File: src/rtl/omega_net.sv
module omega_net #(
  parameter int P  = 8,
  parameter int DW = 8,
  localparam int LW   = $clog2(P),
  localparam int HALF = P / 2,
  localparam int SWW  = (HALF > 1) ? $clog2(HALF) : 1,
  localparam int STW  = (LW > 1) ? $clog2(LW) : 1
) (
  input  logic            clk,
  input  logic            rst_n,
  input  logic            static_mode,
  input  logic            cfg_we,
  input  logic [STW-1:0]  cfg_stage,
  input  logic [SWW-1:0]  cfg_switch,
  input  logic            cfg_cross,
  input  logic [P-1:0]    req_valid,
  input  logic [P*LW-1:0] req_dest,
  input  logic [P*DW-1:0] req_data,
  output logic [P-1:0]    req_blocked,
  output logic [P-1:0]    out_valid,
  output logic [P*DW-1:0] out_data,
  output logic [P*LW-1:0] out_src
);

  logic            lv [0:LW][0:P-1];
  logic [LW-1:0]   ld [0:LW][0:P-1];
  logic [DW-1:0]   lx [0:LW][0:P-1];
  logic [LW-1:0]   ls [0:LW][0:P-1];
  logic [HALF-1:0] cfg_q [0:LW-1];
  logic [P-1:0]    blk;

  int   ui, li, tu, tl;
  logic ub, lb, drop;

  function automatic int rotr(input int j);
    return (j >> 1) | ((j & 1) << (LW - 1));
  endfunction

  always_comb begin
    blk = '0;
    ui = 0; li = 0; tu = 0; tl = 0; ub = 1'b0; lb = 1'b0; drop = 1'b0;
    for (int i = 0; i < P; i++) begin
      lv[0][i] = req_valid[i];
      ld[0][i] = req_dest[i*LW +: LW];
      lx[0][i] = req_data[i*DW +: DW];
      ls[0][i] = LW'(i);
    end
    for (int k = 0; k < LW; k++) begin
      for (int i = 0; i < P; i++) begin
        lv[k+1][i] = 1'b0;
        ld[k+1][i] = '0;
        lx[k+1][i] = '0;
        ls[k+1][i] = '0;
      end
      for (int w = 0; w < HALF; w++) begin
        ui = rotr(2*w);
        li = rotr(2*w + 1);
        ub = ld[k][ui][LW-1-k];
        lb = ld[k][li][LW-1-k];
        if (static_mode) begin
          tu = cfg_q[k][w] ? 1 : 0;
          tl = cfg_q[k][w] ? 0 : 1;
        end else begin
          tu = ub ? 1 : 0;
          tl = lb ? 1 : 0;
        end
        drop = !static_mode && lv[k][ui] && lv[k][li] && (ub == lb);
        if (static_mode || lv[k][ui]) begin
          lv[k+1][2*w+tu] = lv[k][ui];
          ld[k+1][2*w+tu] = ld[k][ui];
          lx[k+1][2*w+tu] = lx[k][ui];
          ls[k+1][2*w+tu] = ls[k][ui];
        end
        if ((static_mode || lv[k][li]) && !drop) begin
          lv[k+1][2*w+tl] = lv[k][li];
          ld[k+1][2*w+tl] = ld[k][li];
          lx[k+1][2*w+tl] = lx[k][li];
          ls[k+1][2*w+tl] = ls[k][li];
        end
        if (drop) blk[ls[k][li]] = 1'b1;
      end
    end
  end

  assign req_blocked = blk;

  always_ff @(posedge clk or negedge rst_n) begin
    if (!rst_n) begin
      for (int k = 0; k < LW; k++) cfg_q[k] <= '0;
    end else if (cfg_we && (32'(cfg_stage) < LW)) begin
      cfg_q[cfg_stage][cfg_switch] <= cfg_cross;
    end
  end

  always_ff @(posedge clk or negedge rst_n) begin
    if (!rst_n) begin
      out_valid <= '0;
      out_data  <= '0;
      out_src   <= '0;
    end else begin
      for (int i = 0; i < P; i++) begin
        out_valid[i]         <= lv[LW][i];
        out_data[i*DW +: DW] <= lx[LW][i];
        out_src[i*LW +: LW]  <= ls[LW][i];
      end
    end
  end

  AST_RESET_IDLE: assert property (@(posedge clk) $rose(rst_n) |-> out_valid == '0);
  AST_DELIVER_COUNT: assert property (@(posedge clk) disable iff (!rst_n)
    1'b1 |=> $countones(out_valid) == $past($countones(req_valid & ~req_blocked)));
  AST_BLOCK_SUBSET: assert property (@(posedge clk) disable iff (!rst_n)
    (req_blocked & ~req_valid) == '0);
  AST_FIXED_NO_BLOCK: assert property (@(posedge clk) disable iff (!rst_n)
    static_mode |-> req_blocked == '0);
  AST_MODE_QUIET: assert property (@(posedge clk) disable iff (!rst_n)
    $changed(static_mode) |-> req_valid == '0);
  AST_IDLE_NO_OUT: assert property (@(posedge clk) disable iff (!rst_n)
    req_valid == '0 |=> out_valid == '0);

endmodule

File: config.mk
export PLATFORM = sky130hd
export DESIGN_NAME = omega_net
export DESIGN_NICKNAME = d
export VERILOG_FILES = /design/src/rtl/omega_net.sv
export SDC_FILE = /design/constraint.sdc
export NUM_CORES = 1
export LEC_CHECK = 0
export ABC_CLOCK_PERIOD_IN_PS = 6200
export BUFFER_PORTS_ARGS = -buffer_cell sky130_fd_sc_hd__buf_2
export CELL_PAD_IN_SITES_DETAIL_PLACEMENT = 1
export CELL_PAD_IN_SITES_GLOBAL_PLACEMENT = 1
export CORE_UTILIZATION = 31
export DETAILED_ROUTE_END_ITERATION = 10
export PLACE_DENSITY_LB_ADDON = 0.3
export SYNTH_ARGS = -nofsm -noshare
export SYNTH_HDL_FRONTEND = slang
export SYNTH_SLANG_ARGS = --single-unit
File: constraint.sdc
create_clock -name clk -period 6.2 [get_ports clk]
set_input_delay 0.31 -clock clk [delete_from_list [all_inputs] [get_ports clk]]
set_output_delay 0.31 -clock clk [all_outputs]
set_load 0.02 [all_outputs]
Word-level counts from Yosys, hierarchy flattened. Cells that the tools add are included.

Logic and storage cells: 690. Input bits: 105. Register bits: 108. Output and inout port bits: 104.

Reduce and logical (&&, ||, !) cells: 120. $add $sub $neg: 18. Eq/ne operators: 12. Bitwise operators: 59. Mux-type cells: 406. $lt $le $gt $ge: 69.

Operators by type and width (number): 64-bit two-way mux (24); 64-bit bitwise mux (21); 24-bit two-way mux (38); 32-bit by 4-bit greater-or-equal comparator with 1-bit output (second input constant) (24); 32-bit by 1-bit less-than comparator with 1-bit output (second input constant) (24); 32-bit inverter (24); 24-bit bitwise mux (28); 8-bit demux with 3-bit select (24); 8-bit two-way mux (56); 4-bit by 32-bit adder with 32-bit output (first input constant) (12); 3-bit demux with 3-bit select (24); 3-bit by 32-bit adder with 32-bit output (first input constant) (6); 64-bit bitwise AND (3); 8-bit bitwise mux (21); 1-bit two-way mux (109); 24-bit bitwise AND (4); 1-bit demux with 3-bit select (32); 1-bit logical AND (83); 8-bit OR (10); 3-bit two-way mux (24); 8-bit bitwise AND (6); 16-bit OR (3); 16-bit bitwise AND (2); 3-bit by 4-bit less-than comparator with 1-bit output (second input constant) (8); 18 further kinds (74).

Longest topological paths before layout. Gate-level depths: netlist (run 1).

Word-level depth: 69. Mapped depth: 12. Depth with buffers taken out: 9.

Worst setup path after synthesis (run 1). OpenSTA, ideal clock, no wires.

Kind: input to output. Start point: input port req_dest[8]. End point: output port req_blocked[7]. Arrival: 2.668 ns. Setup slack: 3.222 ns. Stages: 10. Data required time: 5.890 ns. Path buffers: 2. Path through: buf_6 nand2b_1 a41o_1 o2111a_1 or3_1 buf_6 a31o_4 mux2i_4 a221oi_1 o221ai_1.

Word-level cells in the longest chain between the ends: 51. Elaborated cells between the ends (all ways): 281. Classes of those cells: add/sub (7); order compare (34); eq/ne (9); mux (143); bitwise (28); reduce/logical (60).

Ends and longest elaborated chain: start: declaration (line 17) `input logic [P*LW-1:0] req_dest,`; parallel branches: the longest is 50 deep, another holds 4-bit by 32-bit adder with 32-bit output; 8-bit two-way mux * (line 80) `if (drop) blk[ls[k][li]] = 1'b1;`; end: declaration (line 19) `output logic [P-1:0] req_blocked,`.

Mark *: on every way between the ends.

Worst setup path after layout (run 1).
Start point: input port static_mode. End point: output port req_blocked[7].

Word-level cells in the longest chain between the ends: 57. Elaborated cells between the ends (all ways): 401. Classes of those cells: add/sub (12); order compare (48); eq/ne (8); mux (195); bitwise (45); reduce/logical (93).

Ends and longest elaborated chain: start: declaration (line 11) `input logic static_mode,`; parallel branches: the longest is 56 deep, another holds 3-bit by 32-bit adder with 32-bit output; 8-bit two-way mux * (line 80).

Marks and branches as above.

==> results of run 1 <==
per-stage QoR:
stage                 util  total power (uW)
floorplan                -              1692
global placement    0.3721              2112
detailed placement  0.3721              2126
CTS                 0.3864              2750
global route        0.3864              2880
finish              0.3864              2747
registers in the layout, indices dropped and copies added (netlist names):
signal / cells
out_data: 64
out_valid: 8
cfg_q: 12
out_src: 24
synth_stat cells (15+ instances only):
| library cell | count |
|---|---|
| dfrtp_1 | 108 |
| nor2_1 | 57 |
| nand2_1 | 55 |
| a21oi_1 | 51 |
| o22ai_1 | 49 |
| clkbuf_1 | 42 |
| a22o_1 | 40 |
| a22oi_1 | 39 |
| o21ai_0 | 22 |
| o32ai_1 | 21 |
| a32oi_1 | 20 |
| nand2b_1 | 19 |
| mux2_2 | 17 |
| nor2b_1 | 17 |
| buf_2 | 16 |
| o22a_1 | 16 |
| nand3_1 | 15 |
worst min-delay path by stage:
stage	start	end	slack (ns)
floorplan	rst_n	cfg_q[0]	0.01
global placement	rst_n	out_data[27]	0.28
detailed placement	rst_n	out_data[28]	0.28
CTS	cfg_cross	cfg_q[5]	0.29
global route	cfg_cross	cfg_q[5]	0.34
finish	cfg_cross	cfg_q[5]	0.29
layer usage:
metal | routed length [um] | vias up
li1 | - | 3516
met1 | 13730 | 3788
met2 | 15140 | 263
met3 | 1518 | 42
met4 | 662 | 0
met5 | 0 | -
worst max-delay path, cell delays in order:
cell,delay (ns)
buf_2,0.63
inv_1,0.45
buf_4,0.34
o21ai_0,0.32
a21o_1,0.23
nand2_1,0.14
o31a_1,0.40
nor4_2,0.57
a32oi_1,0.20
o221ai_1,0.34
buf_2,0.23
logic make-up after synthesis:
logic type	count (synthesis)	share of synthesized area
AO/OA/AOI/OAI	354	0.3600
multiplexers	30	0.04551
flip-flops	108	0.3682
buffers and inverters	84	0.05454
XOR/XNOR	5	0.005965
AND/OR/NAND/NOR	233	0.1653
other	1	0.0005108
final cells by class:
class / instances / share of cell area
Multi-Input combinational cell: 623 / 0.4794
Sequential cell: 108 / 0.3053
Timing Repair Buffer: 222 / 0.1303
Tap cell: 313 / 0.04423
Clock buffer: 10 / 0.02699
Clock inverter: 6 / 0.008762
Inverter: 12 / 0.005088
power by group:
part	internal [uW]	switching (uW)	total, uW
logic	406	805	1210
clock network	332	280	613
registers	846	76.5	922
==> out/qor.txt, run 1 <==
Top cells by area, synth: dfrtp_1 37%, a22o_1 4.8%, o22ai_1 4.2%
Initial antenna violation count: 0
Setup TNS: 0 ns
Total routed wirelength: 31050 um
Sequential area share after synthesis: 0.3682
Initial DRC count: 469
Crit path kind: in2out
Final Hold Viols: 0
Chip Width: 155.9 um
Vias in the first global route: 7626
Synth top area share: 0.3682
GRT overflow: 0
Detail Route Antenna Nets: 0
Cts hold-fix bufs: 1
Post-DP HPWL: 24630 um
CTS H-tree lvls: 3
Number of library cell types mapped by synthesis: 78
Initial core utilization: 0.3203
Leak Pwr: 0.003975 uW
Critical path origin: static_mode
Filler instances: 2754
M1 GR Usage: 0.3392
Slew Viols, Final: 0
Placed Area: 8527 sq um
Clock transition at path regs: 0.08 ns
CP max FO: 49
CTS tree: done
Final setup viols: 0
Met3 usage: 0.03583
Required time of the critical path: 5.89 ns
Drt first pass iters: 5
DIE AREA: 24300 sq um
Largest net degree at the start of global routing: 75
Vias: 7609
Antenna cell count: 0
Grt peak-use layer: met2
FMAX: 222.5 MHz
RSZ-0062 raised after global routing: false
Reg-to-reg endpoint: out_src[20]
I/O pin cnt: 209
Setup crit end kind: output port
Flop-to-flop setup slack: 2.72 ns
Ys flop type: dfrtp_1
Flops & latches, synth: 108
Post-synth ARST share: 1.000
Most frequent cells in the layout: 206 x buf_2, 108 x dfrtp_1, 57 x nor2_1
Instance count of the mapped netlist: 815
Fin crit share: 0.7249
Post_cts resized: 0
First-pass GRT wire length: 46660 um
R2R depth: 8
CTS max path bufs: 2
Core area: 22920 sq um
Setup Skew: 0.01452 ns
Post-CTS setup buffers: 0
Register area: 2703 sq um
Root Buffer: clkbuf_16
Min Clock Period, post-route: 4.494 ns
Layout cell share with drive strength beyond 1: 0.2864
Post-synth EDFFs: 0
Commonest non-fill, non-tap cell in the layout: buf_2
Final hold slack: 0.2927 ns
PD cells: 310.2 nW/um^2
Routed vias/inst: 5.880
Tot GR Track Use: 0.2545
CP endpoint: req_blocked[7]
Multi-input gate area: 4244 sq um
Post-Layout Cell Count: 1294
Area leader, netlist: dfrtp_1
Final Cell Area: 8853 sq um
Worst hold stages: 3
Synth-to-layout area growth: 20.61%
Syn_nets: 920
Worst-Margin Slew: 1.161 ns
Hold Crit Class: in2reg
Synth warnings: 0
Worst slew margin: 0.2258
Layout Nets: 1081
Clock sink count: 108
Outcome: finished clean
Final worst slack: 1.706 ns
Max-cap violation count: 0
WL per Instance: 23.99 um
Synthesized area: 7341 sq um
Worst R2R Start: cfg_q[11]
Total CTS buffers: 9
Worst EP arrival: 4.18 ns
Place WS: 1.733 ns
CP Launch Type: input port
Avg Cell Area, Syn: 9.007 sq um
Clk Latency, worst-skew pair: 0.36 ns
Die span in y: 155.9 um
Maximum vdd ir drop: 0.0001685 V
Cells after DPL: 1277
Met2 Use GR: 0.4298
IO buf count: 207
Routability Congestion: 0.9765
Residual DRC: 0
Rows: 55
No activity file was read; power rests on OpenSTA's default activity.
==> inputs of run 2 (changes only) <==
--- a/config.mk
+++ b/config.mk
@@ -5,7 +5,8 @@
 export SDC_FILE = /design/constraint.sdc
 export NUM_CORES = 1
 export LEC_CHECK = 0
-export ABC_CLOCK_PERIOD_IN_PS = 6200
+export ABC_AREA = 1
+export ABC_CLOCK_PERIOD_IN_PS = 4300
 export BUFFER_PORTS_ARGS = -buffer_cell sky130_fd_sc_hd__buf_2
 export CELL_PAD_IN_SITES_DETAIL_PLACEMENT = 1
 export CELL_PAD_IN_SITES_GLOBAL_PLACEMENT = 1
==> constraint.sdc (replaced) <==
create_clock -name clk -period 4.3 [get_ports clk]
set_input_delay 0.215 -clock clk [delete_from_list [all_inputs] [get_ports clk]]
set_output_delay 0.215 -clock clk [all_outputs]
set_load 0.02 [all_outputs]
==> run 2 against run 1 <==
Area after synthesis increased by 19%. Worst hold slack got worse by 0.17 ns. Sequential share of layout area decreased by 4.5 points. Wire length increased by 17%. Via count increased by 34%. Largest cell class unchanged.
==> out/qor.txt, run 2 <==
Min Clock Period, post-route: 3.503 ns
R2R depth: 18 (+10)
Core area: 27710 sq um (+21%)
Reg-to-reg endpoint: out_src[4]
Die span in y: 169.7 um (+8.9%)
Slew Viols, Final: 0 (unchanged)
Chip Width: 169.7 um (+8.9%)
Worst EP arrival: 3.29 ns (-0.89 ns)
CP peak stage delay: 0.37 ns (-0.26 ns)
Avg Cell Area, Syn: 5.935 sq um (-34%)
Area leader, netlist: dfrtp_1
First-pass GRT wire length: 56710 um (+22%)
I/O pin cnt: 209 (unchanged)
Met2 Use GR: 0.4469 (+0.01705)
Setup crit end kind: output port
Top cells by area, synth: dfrtp_1 31%, nand2_1 28%, inv_1 7.3%
Commonest non-fill, non-tap cell in the layout: nand2_1
Most frequent cells in the layout: 639 x nand2_1, 206 x buf_2, 169 x inv_1
Maximum vdd ir drop: 0.0001952 V (+16%)
Slowest CP cell: dfrtp_1
Switching pwr: 2203 uW (+90%)
Initial DRC count: 568 (+21%)
Layout cell share with drive strength beyond 1: 0.1945 (-0.09198)
Sw Ratio: 0.4822 (+0.05904)
Clock power share: 0.204 (-0.019)
Largest register by flop count: out_data
Fin crit share: 0.8146
Instance count of the mapped netlist: 1469 (+80%)
Max-cap violation count: 0 (unchanged)
Tot GR Track Use: 0.2560 (+0.001505)
Total CTS buffers: 9 (unchanged)
Final setup viols: 0 (unchanged)
Routed vias/inst: 5.016 (-15%)
Cell repeated most along the worst path: nand2_1
Post-DP HPWL: 29830 um (+21%)
Synthesized area: 8718 sq um (+19%)
IO buf count: 207 (unchanged)
Sequential area share after synthesis: 0.3100 (-0.05817)
Largest net degree at the start of global routing: 69 (-8.0%)
Post-synth ARST share: 1.000 (unchanged)
Most frequent cell after synthesis: nand2_1
CTS H-tree lvls: 3 (unchanged)
Final Core Density: 0.3752 (-0.01111)
Synth-to-layout area growth: 19.24%
Setup Skew: 0.01561 ns (+0.001082 ns)
Post-Layout Cell Count: 2039 (+58%)
Leak Pwr: 0.006168 uW (+55%)
Hold Crit Class: in2reg
Vias: 10.23k (+34%)
Post-synth EDFFs: 0 (unchanged)
CP max FO: 19 (-61%)
Post_cts resized: 0 (unchanged)
Residual DRC: 0 (unchanged)
Clock transition at path regs: 0.09 ns (about the same)
Ys flop type: dfrtp_1
DIE AREA: 28800 sq um (+19%)
CP endpoint: req_blocked[3]
Total routed wirelength: 36290 um (+17%)
Required time of the critical path: 4.09 ns (-1.80 ns)
Root Buffer: clkbuf_16
CTS tree: done
Worst-Margin Slew: 0.8456 ns (-0.3157 ns)
Clk Latency, worst-skew pair: 0.37 ns (about the same)
Final Hold Viols: 0 (unchanged)
GRT overflow: 0 (unchanged)
Flops & latches, synth: 108 (unchanged)
M1 GR Usage: 0.3267 (-0.01255)
Initial core utilization: 0.3147 (-0.005657)
Cells after DPL: 2022 (+58%)
Critical path origin: cfg_q[8]
Crit path kind: reg2out
Internal: 2366 uW (+49%)
RSZ-0062 raised after global routing: false
Crit-path cells: nand2_1, nand2_1, buf_4, nand3_1, nand2_1, nand2_1, nand2_1, nand2_1, nand2_1, o21ai_0, nand2_1, nand2_1, nand2_1, nand3_2, o21ai_0, nand2_1, nand2_1, buf_2
FMAX: 285.5 MHz
Max reg flops: 64 (unchanged)
List of most frequent post-synthesis cells: 639 x nand2_1, 169 x inv_1, 121 x o21ai_0
Outcome: finished clean
Initial antenna violation count: 0 (unchanged)
PD cells: 439.5 nW/um^2 (+42%)
CP Launch Type: flop
WL per Instance: 17.80 um (-26%)
Top flop regs: out_data x64, out_src x24, cfg_q x12
Met3 usage: 0.02309 (-0.01275)
Setup TNS: 0 ns (unchanged)
Detail Route Antenna Nets: 0 (unchanged)
Synth top area share: 0.3100 (-0.05817)
Rows: 61 (+11%)
Layout Nets: 1761 (+63%)
Drt first pass iters: 5 (unchanged)
Reg power frac: 0.294 (-0.042)
Grt peak-use layer: met2
Clock sink count: 108 (unchanged)
CTS max path bufs: 2 (unchanged)
Vias in the first global route: 10.37k (+36%)
Syn_nets: 1574 (+71%)
Flop-to-flop setup slack: 0.95 ns (-1.77 ns)
Min-delay src: cfg_cross
Routability Congestion: 0.9378 (-4.0%)
Antenna cell count: 0 (unchanged)
Synth warnings: 0 (unchanged)
Worst slew margin: 0.4362 (+0.2104)
Worst R2R Start: cfg_q[10]
Combinational share of power: 0.503 (+0.062)
Post-CTS setup buffers: 0 (unchanged)
Worst hold stages: 3 (unchanged)
Number of library cell types mapped by synthesis: 35 (-55%)
-- run 2: stage by stage --
stage	power [uW]	hold slack, ns	area [sq um]	worst slack [ns]
2_1_floorplan	2854	-0.08059	8718	2.017
3_3_place_gp	3610	0.3463	10080	0.8511
3_5_place_dp	3663	0.3627	10080	0.6398
4_1_cts	4598	0.1292	10400	0.7811
5_1_grt	4881	0.1528	10400	0.4471
6_report	4569	0.1228	10400	0.7974
-- run 2: worst min path at each step --
stage | to | slack, ns
floorplan | cfg_q[0] | -0.08
global placement | out_data[9] | 0.35
detailed placement | out_src[6] | 0.36
CTS | cfg_q[5] | 0.13
global route | cfg_q[5] | 0.15
finish | cfg_q[5] | 0.12
-- run 2: logic make-up (layout without fill, tap and decap cells) --
kind of cell    Yosys count  count (layout)  synth area share
simple gates            892             892            0.4264
buf+inv                 247             439            0.1201
compound gates          213             213            0.1339
flops                   108             108            0.3100
mux                       8               8          0.009185
other cells               1               1         0.0004301
-- run 2: power by group through the flow --
| stage | Combinational, uW | Clock (uW) | Sequential, uW |
|---|---|---|---|
| global placement | 2240 | 0 | 1370 |
| global route | 2540 | 972 | 1370 |
| floorplan | 1210 | 0 | 1640 |
| detailed placement | 2290 | 0 | 1370 |
| finish | 2300 | 930 | 1340 |
| CTS | 2300 | 949 | 1350 |
-- run 2: cell type report --
class | instances | area [sq um]
sequential | 108 | 2703
fill | 3834 | 17310
multi-input combinational | 1114 | 4969
tap | 378 | 473.0
timing repair buffer | 232 | 1229
inverter | 191 | 716.9
clock inverter | 6 | 77.57
clock buffer | 10 | 229.0
-- run 2: worst max-delay path: cells and delay by family (launching register included) --
kind                   cells  cell delay, ns
flip-flops                 1            0.37
AO/OA/AOI/OAI              2            0.29
AND/OR/NAND/NOR           14            1.83
buffers and inverters      2            0.42
-- run 2: what timing repair did --
| action | in CTS | in global routing |
|---|---|---|
| hold buffers | 1 | 0 |
| setup endpoints to repair | 0 | 0 |
| endpoints found under the hold margin | 41 | 0 |
-- run 2: per-layer routing --
layer / part of all wire / routed length, um
met1: 0.45 / 16400
met2: 0.48 / 17590
met3: 0.031 / 1107
met4: 0.033 / 1194
met5: 0 / 0
==> inputs of run 3 (changes only) <==
--- a/config.mk
+++ b/config.mk
@@ -5,8 +5,8 @@
 export SDC_FILE = /design/constraint.sdc
 export NUM_CORES = 1
 export LEC_CHECK = 0
-export ABC_AREA = 1
-export ABC_CLOCK_PERIOD_IN_PS = 4300
+export ABC_AREA = 0
+export ABC_CLOCK_PERIOD_IN_PS = 2800
 export BUFFER_PORTS_ARGS = -buffer_cell sky130_fd_sc_hd__buf_2
 export CELL_PAD_IN_SITES_DETAIL_PLACEMENT = 1
 export CELL_PAD_IN_SITES_GLOBAL_PLACEMENT = 1
==> constraint.sdc (replaced) <==
create_clock -name clk -period 2.8 [get_ports clk]
set_input_delay 0.14 -clock clk [delete_from_list [all_inputs] [get_ports clk]]
set_output_delay 0.14 -clock clk [all_outputs]
set_load 0.02 [all_outputs]
==> run 3 against run 2 <==
Highest routed layer unchanged. Die area is 16% lower. Sequential power increased by 50%. Sequential share of layout area increased by 0.34 points. The flow now finishes with violations (negative setup slack). Worst hold slack better by 0.0011 ns. Largest power group unchanged. Clock skew is 0.00065 ns higher.
==> out/qor.txt, run 3 (synthesis results as in run 1) <==
Outcome: finished with violations
Failing checks: negative setup slack
Layout cell share with drive strength beyond 1: 0.4211 (+0.2266)
Initial core utilization: 0.3203 (+0.005657)
Slowest CP cell: dfrtp_1
Vias: 8211 (-20%)
Final Core Density: 0.4480 (+0.07275)
Largest register by flop count: out_data
Maximum vdd ir drop: 0.0003303 V (+69%)
Layout Nets: 1209 (-31%)
Sw Ratio: 0.4246 (-0.05754)
Core area: 22920 sq um (-17%)
CP bufs+invs: 1 (-1)
Min-delay src: cfg_cross
Worst R2R Start: cfg_q[11]
Hold Crit Class: in2reg
CTS H-tree lvls: 3 (unchanged)
CP max FO: 4 (-15)
Drt first pass iters: 5 (unchanged)
Vias in the first global route: 8343 (-20%)
I/O pin cnt: 209 (unchanged)
Hold EP: cfg_q[5]
Internal: 3759 uW (+59%)
Synth-to-layout area growth: 39.85%
Clk Latency, worst-skew pair: 0.37 ns (about the same)
Worst-Margin Slew: 0.7077 ns (-0.1379 ns)
Tot GR Track Use: 0.2687 (+0.01272)
Residual DRC: 0 (unchanged)
Routed vias/inst: 5.762 (+15%)
Die span in y: 155.9 um (-8.1%)
Detail Route Antenna Nets: 0 (unchanged)
Final setup viols: 7 (+7)
Place WS: -0.1633 ns (-0.8031 ns)
Setup Skew: 0.01625 ns (+0.0006470 ns)
Leak Pwr: 0.004709 uW (-24%)
Fin crit share: 1.103
Chip Width: 155.9 um (-8.1%)
Top flop regs: out_data x64, out_src x24, cfg_q x12
Reg power frac: 0.308 (+0.014)
Final Hold Viols: 0 (unchanged)
Combinational share of power: 0.493 (-0.010)
CP peak stage delay: 0.42 ns (+0.05 ns)
CP Launch Type: flop
FMAX: 323.6 MHz
Pwr Total: 6533 uW (+43%)
IO buf count: 207 (unchanged)
Initial antenna violation count: 3 (+3)
Routability Congestion: 0.9203 (-1.9%)
Most frequent cells in the layout: 202 x buf_2, 138 x buf_4, 107 x dfrtp_1
Crit-path cells: mux2i_1, nor2_1, o2111a_2, or3_4, a31o_4, mux2i_4, a22oi_2, o211ai_1, buf_4
Root Buffer: clkbuf_16
PD cells: 636.4 nW/um^2 (+45%)
Worst slew margin: 0.5250 (+0.08878)
Clock sink count: 108 (unchanged)
Final worst slack: -0.2898 ns (-1.087 ns)
Max-cap violation count: 0 (unchanged)
RSZ-0062 raised after global routing: true
Crit path max-delay family: compound AO/OA/AOI/OAI gates
First-pass GRT wire length: 49340 um (-13%)
R2R depth: 13 (-5)
Post-DP HPWL: 26220 um (-12%)
Clock transition at path regs: 0.08 ns (about the same)
Worst EP arrival: 2.95 ns (-0.34 ns)
GRT overflow: 0 (unchanged)
Clock power share: 0.199 (-0.005)
CTS tree: done
Worst hold stages: 3 (unchanged)
Rows: 55 (-9.8%)
Largest net degree at the start of global routing: 74 (+7.2%)
Setup crit end kind: output port
Max reg flops: 64 (unchanged)
Reg-to-reg endpoint: out_src[22]
WL per Instance: 23.19 um (+30%)
Initial DRC count: 521 (-8.3%)
Min Clock Period, post-route: 3.090 ns
Total CTS buffers: 9 (unchanged)
Required time of the critical path: 2.66 ns (-1.43 ns)
Crit path kind: reg2out
Commonest non-fill, non-tap cell in the layout: buf_2
Slew Viols, Final: 0 (unchanged)
DIE AREA: 24300 sq um (-16%)
Switching pwr: 2774 uW (+26%)
Total routed wirelength: 33050 um (-8.9%)
Flop-to-flop setup slack: -0.13 ns (-1.08 ns)
CTS max path bufs: 2 (unchanged)
Filler instances: 2743 (-28%)
## run 3: changes by cell type in the layout (fill, tap and decap cells not counted), moves of 35 or more
cell and change:
nor2_1 -44, nand3_1 -48, a21oi_1 +37, a22o_1 +40, nand2_1 -585, a22oi_1 +35
buf_4 +113, o21ai_0 -104, inv_1 -157
## run 3: timing repair
| action | CTS | global route |
|---|---|---|
| endpoints found under the hold margin | 35 | 0 |
| buffers inserted | 4 | 4 |
| endpoints found under the setup margin | 24 | 59 |
| gates resized for setup | 43 | 42 |
| hold buffers | 1 | 0 |
| pin swaps | 24 | 16 |
## run 3: power groups by stage
stage / Sequential, uW / Clock [uW] / Combinational [uW]
2_1_floorplan: 2360 / 0 / 1380
3_3_place_gp: 2030 / 0 / 2940
3_5_place_dp: 2030 / 0 / 2980
4_1_cts: 2010 / 1330 / 3080
5_1_grt: 2040 / 1380 / 3410
6_report: 2010 / 1300 / 3220
## run 3: through the flow
step,hold WS [ns],area [sq um],instances,TNS [ns]
after floorplan,-0.1556,7341,815,0
after global placement,0.1061,9498,1398,-1.263
after detailed placement,0.1151,9498,1398,-2.457
after CTS,0.1209,10010,1418,-0.8850
after global routing,0.1735,10270,1425,-2.685
final,0.1238,10270,1425,-1.240
## run 3: layer usage
metal	GRT usage	vias up	wire length [um]
li1	-	3767	-
met1	0.3550	4108	14520
met2	0.4537	292	16260
met3	0.03472	44	1508
met4	0.08543	0	769
met5	0	-	0
## run 3: worst min-delay path: stages
cell     delay (ns)
buf_2          0.17
nand2_1        0.07
o21ai_0        0.07
## run 3: layout make-up
class                           count  area [sq um]  share of cell area
Clock buffer                        9         225.2             0.02194
Inverter                           12         45.04            0.004388
Multi-Input combinational cell    623          4611              0.4491
Clock inverter                      7         80.08            0.007800
Timing Repair Buffer              350          2202              0.2145
Tap cell                          313         391.6             0.03815
Sequential cell                   108          2704              0.2634
Antenna cell                        3         7.507           0.0007313
## run 3: how the worst max path moves through the flow
| stage | cells past startpoint | end | slack, ns | start |
|---|---|---|---|---|
| 6_report | 9 | req_blocked[1] | -0.29 | cfg_q[10] |
| 3_3_place_gp | 10 | out_data[27] | -0.11 | static_mode |
| 3_5_place_dp | 12 | req_blocked[1] | -0.16 | static_mode |
| 5_1_grt | 12 | req_blocked[1] | -0.35 | cfg_q[11] |
| 4_1_cts | 10 | req_blocked[1] | -0.22 | cfg_q[11] |
| 2_1_floorplan | 9 | req_blocked[3] | 0.002 | cfg_q[11] |
